`src/rtl/smi_pkg.sv`:
```
package smi_pkg;
    localparam int STS_W      = 8;
    localparam int OFS_STS1   = 'h12;
    localparam int OFS_STS2   = 'h13;

    // status register 1 bit positions
    localparam int B1_MOUSE   = 0;
    localparam int B1_KBD     = 1;
    localparam int B1_IR      = 2;
    localparam int B1_AUX     = 3;
    localparam int B1_P12     = 4;
    localparam int B1_SLEEP   = 7;

    // sticky flag indices
    localparam int N_STICKY   = 3;
    localparam int SF_IR      = 0;
    localparam int SF_AUX     = 1;
    localparam int SF_SLEEP   = 2;

    typedef enum logic [1:0] {
        IR_FILL  = 2'd0,
        IR_PRIME = 2'd1,
        IR_WATCH = 2'd2
    } ir_state_t;
endpackage

```
`src/rtl/smi_ir_edge.sv`:
```
module smi_ir_edge
    import smi_pkg::*;
#(
    parameter int SYNC_STAGES = 2
) (
    input  logic clk,
    input  logic rst_n,
    input  logic pin_a,
    input  logic pin_b,
    input  logic sel,
    output logic edge_o
);
    localparam int CNT_W     = $clog2(SYNC_STAGES + 1);
    localparam int FILL_LAST = SYNC_STAGES - 1;

    logic [1:0]             pins;
    logic [1:0]             synced;
    logic [SYNC_STAGES-1:0] sync_q [2];
    logic                   mux_s;
    logic                   prev_q;
    logic                   sel_q;
    logic [CNT_W-1:0]       cnt_q;
    ir_state_t              state_q, state_d;

    assign pins = {pin_b, pin_a};

    generate
        for (genvar g = 0; g < 2; g++) begin : g_sync
            always_ff @(posedge clk or negedge rst_n) begin
                if (!rst_n) sync_q[g] <= '0;
                else        sync_q[g] <= {sync_q[g][SYNC_STAGES-2:0], pins[g]};
            end
            assign synced[g] = sync_q[g][SYNC_STAGES-1];
        end
    endgenerate

    assign mux_s = sel ? synced[1] : synced[0];

    // next-state logic
    always_comb begin
        state_d = state_q;
        unique case (state_q)
            IR_FILL:  if (cnt_q == CNT_W'(FILL_LAST)) state_d = IR_PRIME;
            IR_PRIME: state_d = IR_WATCH;
            IR_WATCH: state_d = IR_WATCH;
            default:  state_d = IR_FILL;
        endcase
    end

    // state register
    always_ff @(posedge clk or negedge rst_n) begin
        if (!rst_n) begin
            state_q <= IR_FILL;
            cnt_q   <= '0;
            prev_q  <= 1'b0;
            sel_q   <= 1'b0;
        end else begin
            state_q <= state_d;
            prev_q  <= mux_s;
            sel_q   <= sel;
            if (state_q == IR_FILL) cnt_q <= cnt_q + 1'b1;
        end
    end

    // outputs
    always_comb begin
        edge_o = 1'b0;
        unique case (state_q)
            IR_FILL, IR_PRIME: edge_o = 1'b0;
            IR_WATCH:          edge_o = (sel == sel_q) && (mux_s != prev_q);
            default:           edge_o = 1'b0;
        endcase
    end

    assert_watch_stays_R12: assert property (@(posedge clk) disable iff (!rst_n)
        state_q == IR_WATCH |=> state_q == IR_WATCH);
    assert_sel_switch_quiet_R6: assert property (@(posedge clk) disable iff (!rst_n)
        (sel != $past(sel)) |-> !edge_o);
endmodule

```
`src/rtl/smi_sticky_flag.sv`:
```
module smi_sticky_flag (
    input  logic clk,
    input  logic rst_n,
    input  logic set_i,
    input  logic clr_i,
    output logic flag_o
);
    always_ff @(posedge clk or negedge rst_n) begin
        if (!rst_n)     flag_o <= 1'b0;
        else if (set_i) flag_o <= 1'b1;
        else if (clr_i) flag_o <= 1'b0;
    end

    assert_set_wins_R9: assert property (@(posedge clk) disable iff (!rst_n)
        set_i |=> flag_o);
    assert_clear_on_read_R7: assert property (@(posedge clk) disable iff (!rst_n)
        (clr_i && !set_i) |=> !flag_o);
    assert_hold_until_read_R8: assert property (@(posedge clk) disable iff (!rst_n)
        (flag_o && !clr_i) |=> flag_o);
endmodule

```
`src/rtl/smi_reg_decode.sv`:
```
module smi_reg_decode
    import smi_pkg::*;
#(
    parameter int ADDR_W = 16
) (
    input  logic              clk,
    input  logic              rst_n,
    input  logic [ADDR_W-1:0] pm_base,
    input  logic [ADDR_W-1:0] io_addr,
    input  logic              rd_stb,
    input  logic [STS_W-1:0]  sts1,
    input  logic [STS_W-1:0]  sts2,
    output logic              hit1,
    output logic [STS_W-1:0]  rd_data
);
    logic hit2;

    assign hit1 = rd_stb && (io_addr == pm_base + ADDR_W'(OFS_STS1));
    assign hit2 = rd_stb && (io_addr == pm_base + ADDR_W'(OFS_STS2));

    always_comb begin
        rd_data = '0;
        if (hit1)      rd_data = sts1;
        else if (hit2) rd_data = sts2;
    end

    assert_idle_bus_R2: assert property (@(posedge clk) disable iff (!rst_n)
        !rd_stb |-> rd_data == '0);
    assert_reserved_zero_R10: assert property (@(posedge clk) disable iff (!rst_n)
        hit1 |-> rd_data[6:5] == 2'b00);
endmodule

```
`src/rtl/smi_status_pair.sv`:
```
module smi_status_pair
    import smi_pkg::*;
#(
    parameter int ADDR_W      = 16,
    parameter int SYNC_STAGES = 2
) (
    input  logic              clk,
    input  logic              rst_n,
    input  logic [ADDR_W-1:0] pm_base,
    input  logic [ADDR_W-1:0] io_addr,
    input  logic              rd_stb,
    output logic [STS_W-1:0]  rd_data,
    input  logic              mouse_irq,
    input  logic              kbd_irq,
    input  logic              kbc_p12,
    input  logic              aux_evt,
    input  logic              sleep_wr_evt,
    input  logic              ir_rx_a,
    input  logic              ir_rx_b,
    input  logic              ir_sel,
    input  logic              par_irq,
    input  logic              uart2_irq,
    input  logic              uart1_irq,
    input  logic              fdc_irq,
    input  logic              grp2_irq,
    input  logic              grp1_irq,
    input  logic              wdt_irq,
    input  logic [STS_W-1:0]  smi_en1,
    input  logic [STS_W-1:0]  smi_en2,
    output logic              smi_req
);
    logic                ir_edge;
    logic                hit1;
    logic [N_STICKY-1:0] flag_set;
    logic [N_STICKY-1:0] flag_q;
    logic [STS_W-1:0]    sts1;
    logic [STS_W-1:0]    sts2;

    smi_ir_edge #(.SYNC_STAGES(SYNC_STAGES)) u_ir (
        .clk    (clk),
        .rst_n  (rst_n),
        .pin_a  (ir_rx_a),
        .pin_b  (ir_rx_b),
        .sel    (ir_sel),
        .edge_o (ir_edge)
    );

    assign flag_set[SF_IR]    = ir_edge;
    assign flag_set[SF_AUX]   = aux_evt;
    assign flag_set[SF_SLEEP] = sleep_wr_evt;

    generate
        for (genvar i = 0; i < N_STICKY; i++) begin : g_flag
            smi_sticky_flag u_flag (
                .clk    (clk),
                .rst_n  (rst_n),
                .set_i  (flag_set[i]),
                .clr_i  (hit1),
                .flag_o (flag_q[i])
            );
        end
    endgenerate

    always_comb begin
        sts1           = '0;
        sts1[B1_MOUSE] = mouse_irq;
        sts1[B1_KBD]   = kbd_irq;
        sts1[B1_IR]    = flag_q[SF_IR];
        sts1[B1_AUX]   = flag_q[SF_AUX];
        sts1[B1_P12]   = kbc_p12;
        sts1[B1_SLEEP] = flag_q[SF_SLEEP];
    end

    assign sts2 = {wdt_irq, grp1_irq, grp2_irq, fdc_irq,
                   uart1_irq, uart2_irq, par_irq, 1'b0};

    smi_reg_decode #(.ADDR_W(ADDR_W)) u_dec (
        .clk     (clk),
        .rst_n   (rst_n),
        .pm_base (pm_base),
        .io_addr (io_addr),
        .rd_stb  (rd_stb),
        .sts1    (sts1),
        .sts2    (sts2),
        .hit1    (hit1),
        .rd_data (rd_data)
    );

    assign smi_req = |{sts1 & smi_en1, sts2 & smi_en2};

    assert_reg2_bit0_zero_R4: assert property (@(posedge clk) disable iff (!rst_n)
        (rd_stb && io_addr == pm_base + ADDR_W'(OFS_STS2)) |-> !rd_data[0]);
    assert_req_quiet_R11: assert property (@(posedge clk) disable iff (!rst_n)
        (smi_en1 == '0 && smi_en2 == '0) |-> !smi_req);
endmodule

```
`config.mk`:
```
export PLATFORM = sky130hd
export DESIGN_NAME = smi_status_pair
export DESIGN_NICKNAME = d
export VERILOG_FILES = /design/src/rtl/smi_pkg.sv /design/src/rtl/smi_ir_edge.sv /design/src/rtl/smi_sticky_flag.sv /design/src/rtl/smi_reg_decode.sv /design/src/rtl/smi_status_pair.sv
export SDC_FILE = /design/constraint.sdc
export NUM_CORES = 1
export LEC_CHECK = 0
export BUFFER_PORTS_ARGS = -buffer_cell sky130_fd_sc_hd__buf_2
export CAP_MARGIN = 5
export CORE_ASPECT_RATIO = 0.8
export CORE_MARGIN = 2
export CORE_UTILIZATION = 45
export DETAILED_ROUTE_END_ITERATION = 7
export PLACE_DENSITY_LB_ADDON = 0.15
export SYNTH_ARGS = -nofsm -noshare
export SYNTH_HDL_FRONTEND = slang
export SYNTH_SLANG_ARGS = --single-unit
```
`constraint.sdc`:
```
create_clock -name clk -period 4.3 [get_ports clk]
set_clock_uncertainty 0.05 [all_clocks]
set_input_delay 1.075 -clock clk [delete_from_list [all_inputs] [get_ports clk]]
set_output_delay 1.075 -clock clk [all_outputs]
set_load 0.02 [all_outputs]
```
==> flow_summary.ini, run 1 <==
[status]
status = finished clean

[global_route]
use_met3_pct = 3.59
groute.usage.overall_pct = 19.5
groute.layer.met1.usage_pct = 27.0
grt_pass1_wl_mm = 6.34
number_of_antenna_violations_at_the_first_check_in_global_routing = 0
gr-usage-met2_pct = 32.7
vias_in_the_first_global_route = 1506
gr-max-usage-layer = met2
globalRouteOverflowTotal = 0
grt_start_max_net_pins = 14

[setup_path]
critical_path_arrival_ps = 3060
crit_fanout = 7
r2r_setup_slack_ps = 3130
worstSetupPathType = input port to primary output
cp.required_ps = 3170
cp_common_cell = buf_2
ff2ff_path_depth = 5
worst_path_max_delay_cell = a2111oi_4
critical_path.cell_chain = buf_2 -> inv_2 -> ha_4 -> and3b_2 -> o2111ai_2 -> xnor2_1 -> o211ai_1 -> a2111oi_4 -> buf_4 -> a22o_1 -> buf_2
r2r-end = u_ir.state_q[0]$_DFFE_PN0P_
endpoint_kind = primary output
critPathLaunchType = input port
reg2reg_from = u_ir.state_q[0]$_DFFE_PN0P_
max_stage_delay_ps = 340

[yosys]
mappedNetlistNets = 255
postSynthAreaPerCell_um2 = 8.63
synth_top_family_by_area = compound AO/OA/AOI/OAI gates
synth_mux_area_share_pct = 1.35
yosys.area_share.simple_pct = 24.0
ys_seq_elements = 13
synth.cell_area_um2 = 1570
synthesized_area_fraction_occupied_by_adder_cells_pct = 5.58
synthTopCellsByArea = dfrtp_1 (21%), xnor2_1 (9.5%), xor2_1 (7.8%)
ys_async_sr_fraction_pct = 100
yosys_most_used_dff = dfrtp_1
synth.distinct_cells = 48
synthXorXnorAreaFrac_pct = 18.3
synth_edf_count = 0
yosysSeqAreaShare_pct = 20.7
ys.warnings.count = 0
synth_compound_area_share_pct = 26.1
syn_inst = 182
netlist.top_cell.by_area = dfrtp_1
synthDominantCellAreaShare_pct = 20.7

[floorplanning]
floorplan.die.width_um = 70.0
die_height_um = 56.8
total_number_of_placement_rows = 19
die_area_um2 = 3980
initial_utilization_pct = 46.5
ioPinCount = 75
coreArea_um2 = 3380

[sta]
finalHoldWorstSlack_ps = 301
hold_viol_final = 0
timing.final.crit_share_pct = 97.2
finalCriticalPeriod_ps = 4180
tightestPinTransition_ps = 475
timing.max_slew.rel_slack_pct = 68.4
report.final.slew_viol_count = 0
max_clock_freq_ghz = 0.239
setup_violations = 0

[power_and_ir_drop]
powerDensity_nw_per_um2 = 178
leakage_power_total_uw = 0.000979
peakVddDrop_mv = 0.253

[clock_tree]
holdBufCountCts = 0
clock-sinks = 13
ctsHtreeMaxLevel = 1
postCtsSetupBuffers = 0
clk_pin_slew_ps = 50
cts_buffers = 3
ctsLongestPathBuffers = 2
clockRootBuffer = clkbuf_8
cts_repair_resize_count = 0
tritoncts_clock_tree = yes
clock_latency_ps = 240

[cells_and_area]
fillerInstances = 305
fin_nets = 334
synthToLayoutAreaGrowth_pct = 37.2
finalCoreUtilization_pct = 63.8
fin_area_um2 = 2150
num_antenna_cells = 0
final_layout_size_suffix_gt1_share_pct = 38.5

[routing]
wirelength_mm = 4.03
ant_nets = 0
drt_iter0_drc = 55
routed_via_count_divided_by_cell_count = 5.50
via_count = 1662
drc = 0
detailedRoute.firstPassIterationCount = 4
post_drt_wl_per_cell_um = 13.3

[hold_path]
hold_path_startpoint = u_ir.sync_q[2]$_DFF_PN0_
worst_hold_stages = 0
hold_path.class = register to register
timing.hold.worst_endpoint = u_ir.sync_q[3]$_DFF_PN0_

[place]
hpwl_mm = 3.21
placement.cell_area_um2 = 2010
port-buffer-count = 71
gpl.final_weighted_congestion = 0.835

[job]
max_cap_viols = 0
## synth_stat cells, drive strengths merged (3+ instances only)
cell     instances
nand3            5
a21oi            4
nor2b            4
a22o             6
xor2            14
ha               7
nand2           11
nor4             4
o21ai            6
nand4            3
a31oi            5
and4             3
o2111ai          5
and3             8
nor2             6
and2             4
nor3             3
dfrtp           13
inv             10
nand2b           4
buf              5
xnor2           18
## routing by layer
metal	routed length (um)	share of wire, %
met1	1850	46
met2	1880	47
met3	298	7.4
met4	0	0
met5	0	0
## registers in the layout (all words and copies together), names as in the netlist
name / count
u_ir.sel_q: 1
u_ir.prev_q: 1
g_flag.u_flag.flag_o: 3
u_ir.cnt_q: 2
u_ir.sync_q: 4
u_ir.state_q: 2
## cell usage in the layout, fill, tap and decap left out, types with 4 or more instances in the layout
master and n:
buf_2 67, xnor2_1 17, xor2_1 14, dfrtp_1 13, nand2_1 11, buf_4 10, inv_1 9, and3_1 8
a22o_1 6, nor2_1 5, nand3_1 5, a31oi_1 5, and2_1 4, nor2b_1 4, a21oi_1 4, nand2b_1 4
o21ai_0 4, ha_1 4
## worst max-delay path, delay by kind of cell
kind	cells	cell delay (ps)
simple gates	1	290
buf+inv	4	530
compound gates	4	780
fa+ha+maj	1	160
xor+xnor	1	210
## worst max path at each step
| stage | cells past startpoint | end | start |
|---|---|---|---|
| detailed placement | 12 | rd_data[4] | pm_base[1] |
| floorplan | 7 | rd_data[1] | pm_base[1] |
| global route | 11 | rd_data[1] | pm_base[1] |
| finish | 11 | rd_data[2] | pm_base[1] |
| global placement | 12 | rd_data[2] | pm_base[1] |
| CTS | 12 | rd_data[4] | pm_base[1] |
## layout make-up
class	count	area [um^2]	share of cell area, %
clock buffers	4	45.0	2.09
inverters	10	37.5	1.74
multi-input cells	154	1260	58.5
flip-flops and latches	13	325	15.1
well taps	42	52.6	2.44
repair buffers	79	433	20.1
## report_power, final
group | switching, uW | internal, uW
combinational | 80.0 | 71.7
clock | 39.5 | 65.2
sequential | 1.00 | 126
total | 121 | 262
## cell families (layout without fill, tap and decap cells)
logic type,count (synthesis),in the layout
fa+ha+maj,7,7
simple gates,64,64
mux,2,2
flops,13,13
buf+inv,15,93
compound gates,49,49
xor+xnor,32,32
## metrics by stage
step / total power (uW) / std cells / worst slack, ps / TNS, ps
floorplan: 212 / 182 / 221 / 0
global placement: 269 / 298 / 35.0 / 0
detailed placement: 270 / 298 / 26.6 / 0
CTS: 378 / 302 / 18.6 / 0
global route: 408 / 302 / -1.04 / -1.04
finish: 383 / 302 / 119 / 0
Power figures use the tool's default switching activity.
==> inputs of run 2 (changes only) <==
--- a/config.mk
+++ b/config.mk
@@ -5,13 +5,15 @@
 export SDC_FILE = /design/constraint.sdc
 export NUM_CORES = 1
 export LEC_CHECK = 0
-export BUFFER_PORTS_ARGS = -buffer_cell sky130_fd_sc_hd__buf_2
+export BUFFER_PORTS_ARGS = -buffer_cell sky130_fd_sc_hd__buf_4
 export CAP_MARGIN = 5
 export CORE_ASPECT_RATIO = 0.8
 export CORE_MARGIN = 2
 export CORE_UTILIZATION = 45
 export DETAILED_ROUTE_END_ITERATION = 7
 export PLACE_DENSITY_LB_ADDON = 0.15
+export SETUP_SLACK_MARGIN = 0.2
+export SKIP_LAST_GASP = 1
 export SYNTH_ARGS = -nofsm -noshare
 export SYNTH_HDL_FRONTEND = slang
 export SYNTH_SLANG_ARGS = --single-unit
==> run 2 against run 1 <==
Against the previous run:
- fmax up 0.45%
- clock power about the same
- final cell count up 0.99%
- die area unchanged
- total power up 7.4%
- sequential power about the same
- flip-flop and latch count unchanged
- setup slack better by 19 ps
- highest routed layer unchanged
- combinational power up 17%
- first-iteration DRC count down 9.1%
==> flow_summary.ini, run 2 (same netlist as run 1, synthesis figures left out) <==
[clock_tree]
ctsHtreeMaxLevel = 1
clk_pin_slew_ps = 60
cts_buffers = 3
clockRootBuffer = clkbuf_8
clock-sinks = 13
tritoncts_clock_tree = yes
clock_latency_ps = 240
ctsLongestPathBuffers = 2

[status]
status = finished clean

[routing]
drc = 0
drt_iter0_drc = 50
post_drt_wl_per_cell_um = 13.9
wirelength_mm = 4.24
detailedRoute.firstPassIterationCount = 4
routed_via_count_divided_by_cell_count = 5.50
ant_nets = 0
via_count = 1676

[cells_and_area]
num_antenna_cells = 0
final_common_cell = buf_4
final_layout_size_suffix_gt1_share_pct = 41.4
largest_registers = u_ir.sync_q (4), g_flag.u_flag.flag_o (3)
synthToLayoutAreaGrowth_pct = 54.3
fin_nets = 337
largest_register = u_ir.sync_q
number_of_flip_flops_under_the_largest_register_name = 4
fillerInstances = 273
top_library_cells_by_usage_in_the_layout_fill_and_taps_aside = buf_4 (71), xnor2_1 (17), xor2_1 (14)

[place]
gpl.final_weighted_congestion = 0.843
port-buffer-count = 71
hpwl_mm = 3.23
pre_cts_ws_ps = 20.6

[sta]
max_clock_freq_ghz = 0.240
rsz0062_at_grt = yes
report.final.slew_viol_count = 0
timing.final.crit_share_pct = 96.8
fin_ws_ps = 138
timing.max_slew.rel_slack_pct = 70.7
hold_viol_final = 0
finalHoldWorstSlack_ps = 302
tightestPinTransition_ps = 438
setup_violations = 0
fin_tns_setup_ps = 0
finalCriticalPeriod_ps = 4160

[floorplanning]
die_area_um2 = 3980
coreArea_um2 = 3380
ioPinCount = 75
total_number_of_placement_rows = 19
floorplan.die.width_um = 70.0
initial_utilization_pct = 46.5
die_height_um = 56.8

[global_route]
grt_start_max_net_pins = 14
vias_in_the_first_global_route = 1555
groute.usage.overall_pct = 20.4
grt_pass1_wl_mm = 6.77
globalRouteOverflowTotal = 0
number_of_antenna_violations_at_the_first_check_in_global_routing = 0

[setup_path]
worstSetupPathType = input port to primary output
critPathLaunchType = input port
critical_path_arrival_ps = 3040
crit_fanout = 7
endpoint_kind = primary output
cp.required_ps = 3170

[power_and_ir_drop]
powerDensity_nw_per_um2 = 170
pwr-share-clk_pct = 26.0
seq_power_share_pct = 30.7
share_comb_of_total_power_pct = 43.3
power_switching_share_pct = 31.2
internal-power_uw = 283
p_sw_uw = 128
peakVddDrop_mv = 0.256
leakage_power_total_uw = 0.00107

[hold_path]
hold_path.class = register to register

[job]
max_cap_viols = 0
## run 2: cell count changes in the layout (fill, tap and decap cells not counted), moves of 2 or more
cell,change
buf_4,+61
buf_2,-67
nor2b_2,+2
nor2b_1,-2
buf_6,+8
## run 2: per-layer routing
| metal | GRT usage [%] | up-vias | routed length [um] | part of all wire [%] |
|---|---|---|---|---|
| li1 | - | 848 | - | - |
| met1 | 28.0 | 764 | 1890 | 45 |
| met2 | 34.0 | 64 | 2050 | 48 |
| met3 | 4.85 | 0 | 299 | 7.0 |
| met4 | 1.65 | 0 | 0 | 0 |
| met5 | 0 | - | 0 | 0 |
## run 2: worst paths after layout
check | startpoint | to | slack [ps] | depth (start not counted)
worst min register to register | u_ir.sync_q[0]$_DFF_PN0_ | u_ir.sync_q[1]$_DFF_PN0_ | 300 | 0
worst min-delay path | u_ir.sync_q[0]$_DFF_PN0_ | u_ir.sync_q[1]$_DFF_PN0_ | 300 | 0
min in group asynchronous | rst_n | u_ir.state_q[0]$_DFFE_PN0P_ | 610 | 1
worst max register to register | u_ir.state_q[0]$_DFFE_PN0P_ | u_ir.state_q[1]$_DFFE_PN0P_ | 3150 | 5
worst max-delay path | pm_base[1] | rd_data[7] | 140 | 12
max in group asynchronous | rst_n | u_ir.state_q[1]$_DFFE_PN0P_ | 3430 | 1
## run 2: power by group through the flow
stage | Combinational (uW) | Sequential [uW] | Clock [uW]
6_report | 178 | 127 | 107
3_5_place_dp | 156 | 129 | 0
3_3_place_gp | 155 | 128 | 0
5_1_grt | 193 | 127 | 118
2_1_floorplan | 83.9 | 128 | 0
4_1_cts | 165 | 126 | 111
## run 2: final cells by class
class	count	area [um^2]	share of cell area [%]
inverters	10	42.5	1.76
well taps	42	52.6	2.17
multi-input cells	154	1290	53.3
clock inverters	1	5.00	0.207
repair buffers	82	666	27.5
flip-flops and latches	13	325	13.4
clock buffers	3	41.3	1.70
## run 2: repair_timing
| item | CTS | global route |
|---|---|---|
| resized for setup | 19 | 18 |
| pin swaps | 16 | 17 |
| endpoints found under the setup margin | 8 | 8 |
| hold buffers | 0 | 0 |
| setup buffers | 1 | 4 |
## run 2: critical path: stages
cell and delay [ps]:
buf_12 90, inv_6 40, ha_4 160, a211oi_4 260, buf_6 130, nor2_2 50, nor3b_1 250, o2111ai_2 190
a2111oi_4 300, buf_4 200, a22o_1 160, buf_6 120
## run 2: through the flow
step	total power [uW]	cells	area, um^2	utilization (%)
after detailed placement	284	296	2180	64.5
after global routing	438	305	2420	71.8
after floorplan	212	182	1570	-
after CTS	403	301	2320	68.6
after global placement	283	296	2180	64.5
final	411	305	2420	71.8
==> inputs of run 3 (changes only) <==
--- a/config.mk
+++ b/config.mk
@@ -11,8 +11,8 @@
 export CORE_MARGIN = 2
 export CORE_UTILIZATION = 45
 export DETAILED_ROUTE_END_ITERATION = 7
+export MAX_ROUTING_LAYER = met4
 export PLACE_DENSITY_LB_ADDON = 0.15
-export SETUP_SLACK_MARGIN = 0.2
 export SKIP_LAST_GASP = 1
 export SYNTH_ARGS = -nofsm -noshare
 export SYNTH_HDL_FRONTEND = slang
==> run 3 against run 2 <==
Against the previous run:
- die area unchanged
- register-to-register slack about the same
- flip-flop and latch count is the same
- combinational power is 8% lower
- global-route usage decreased by 0.052 points
- cell area down 5.2%
- total power shrank 3.3%
- critical path depth is 1 lower
- non-clock buffer count decreased by 3
- sequential power about the same
- critical path type unchanged
- largest cell class unchanged
- highest routed layer unchanged
==> flow_summary.ini, run 3 (same netlist as run 1, synthesis figures left out) <==
[floorplanning]
ioPinCount = 75
die_area_um2 = 3980
coreArea_um2 = 3380
initial_utilization_pct = 46.5
floorplan.die.width_um = 70.0
die_height_um = 56.8
total_number_of_placement_rows = 19

[cells_and_area]
top_library_cells_by_usage_in_the_layout_fill_and_taps_aside = buf_4 (78), xnor2_1 (17), xor2_1 (14)
fin_area_um2 = 2300
fin_nets = 334
seq_area_um2 = 325
largest_register = u_ir.sync_q
synthToLayoutAreaGrowth_pct = 46.3
final_layout_size_suffix_gt1_share_pct = 36.9
fillerInstances = 284
area_of_the_multi_input_gates_um2 = 1240
finalNonFillerCells = 302
num_antenna_cells = 0
largest_registers = u_ir.sync_q (4), g_flag.u_flag.flag_o (3)
final_common_cell = buf_4
number_of_flip_flops_under_the_largest_register_name = 4

[sta]
report.final.slew_viol_count = 0
hold_viol_final = 0
timing.final.crit_share_pct = 98.1
finalCriticalPeriod_ps = 4220
fin_ws_ps = 82.2
timing.max_slew.rel_slack_pct = 70.6
tightestPinTransition_ps = 438
rsz0062_at_grt = no
max_clock_freq_ghz = 0.237
setup_violations = 0
fin_tns_setup_ps = 0

[routing]
route.met3.wl_um = 311
detailedRoute.firstPassIterationCount = 4
drc = 0
routed_via_count_divided_by_cell_count = 5.50
ant_nets = 0
via_count = 1660
wirelength_mm = 3.95
drt_iter0_drc = 77
post_drt_wl_per_cell_um = 13.1
wire_length_on_met2_mm = 1.81
wl_met1_mm = 1.83
topRoutingLayerUsed = met3

[setup_path]
critPathLaunchType = input port
crit_fanout = 7
cp.required_ps = 3170
max_stage_delay_ps = 400
cp_common_cell = buf_4
worst_path_max_delay_cell = or3_4
critical_path_arrival_ps = 3090
worstSetupPathType = input port to primary output
endpoint_kind = primary output
critical_path.cell_chain = buf_4 -> inv_2 -> ha_4 -> a211oi_4 -> nor2_1 -> xor2_1 -> or3_4 -> a2111oi_4 -> buf_4 -> a22o_1 -> buf_4

[place]
place.detailed.instances = 296
gpl.final_weighted_congestion = 0.856
hpwl_mm = 3.23
port-buffer-count = 71
placement.cell_area_um2 = 2180
pre_cts_ws_ps = 20.6

[global_route]
groute.usage.overall_pct = 20.3
vias_in_the_first_global_route = 1542
number_of_antenna_violations_at_the_first_check_in_global_routing = 0
grt_start_max_net_pins = 14
globalRouteOverflowTotal = 0
grt_pass1_wl_mm = 6.60

[clock_tree]
cts_buffers = 3
clk_pin_slew_ps = 60
ctsHtreeMaxLevel = 1
clock-sinks = 13
tritoncts_clock_tree = yes
holdBufCountCts = 0
clock_latency_ps = 240
clockRootBuffer = clkbuf_8
ctsLongestPathBuffers = 2

[hold_path]
hold_path.class = register to register

[power_and_ir_drop]
p_sw_uw = 122
overall_power_uw = 398
share_comb_of_total_power_pct = 41.3
powerDensity_nw_per_um2 = 173
peakVddDrop_mv = 0.255
seq_power_share_pct = 31.8
power_switching_share_pct = 30.6
pwr-share-clk_pct = 26.9
leakage_power_total_uw = 0.00104
internal-power_uw = 276

[job]
max_cap_viols = 0

[status]
status = finished clean
## run 3: changes by cell type in the layout (fill, tap and decap cells not counted), moves of 2 or more
cell / before / now
nor2b_1: 2 / 4
buf_6: 10 / 1
nor2_1: 4 / 6
nor2b_2: 2 / 0
o2111ai_1: 3 / 5
buf_4: 71 / 78
nor2_2: 2 / 0
o2111ai_2: 2 / 0
## run 3: what timing repair did
action / CTS / global route
setup endpoints to repair: 0 / 8
setup buffers: 0 / 2
gates resized for setup: 0 / 11
## run 3: worst paths after layout
kind                                                  start  slack [ps]                           to  cells past startpoint
max in group asynchronous                             rst_n        3430  u_ir.state_q[1]$_DFFE_PN0P_                      1
worst max register to register  u_ir.state_q[0]$_DFFE_PN0P_        3150  u_ir.state_q[1]$_DFFE_PN0P_                      5
min in group asynchronous                             rst_n         610  u_ir.state_q[0]$_DFFE_PN0P_                      1
worst min-delay path               u_ir.sync_q[0]$_DFF_PN0_         300     u_ir.sync_q[1]$_DFF_PN0_                      0
worst max-delay path                             pm_base[1]          80                   rd_data[7]                     11
worst min register to register     u_ir.sync_q[0]$_DFF_PN0_         300     u_ir.sync_q[1]$_DFF_PN0_                      0
## run 3: final cells by class
class | instances | share of cell area, %
inverter | 10 | 1.63
clock buffer | 3 | 1.80
timing repair buffer | 79 | 26.0
tap | 42 | 2.29
clock inverter | 1 | 0.218
multi-input combinational | 154 | 53.9
sequential | 13 | 14.2
## run 3: power groups by stage
stage,sequential [uW],combinational (uW),clock (uW)
after floorplan,128,83.9,0
after global placement,128,155,0
after detailed placement,129,156,0
after CTS,126,157,111
after global routing,127,180,118
final,127,164,107
## run 3: worst max-delay path, delay by kind of cell
kind	cells	cell delay [ps]
buffers and inverters	4	490
adder cells (fa/ha/maj)	1	160
AO/OA/AOI/OAI	3	700
XOR/XNOR	1	170
AND/OR/NAND/NOR	2	490
## run 3: layer usage
metal,global-route usage [%],vias to the layer above
met5,-,-
met3,4.85,0
met4,1.65,0
met2,32.4,62
li1,-,844
met1,27.6,754
## run 3: per-stage QoR
stage	util, %	hold slack [ps]
floorplan	-	281
global placement	64.5	282
detailed placement	64.5	291
CTS	65.8	304
global route	68.1	315
finish	68.1	302
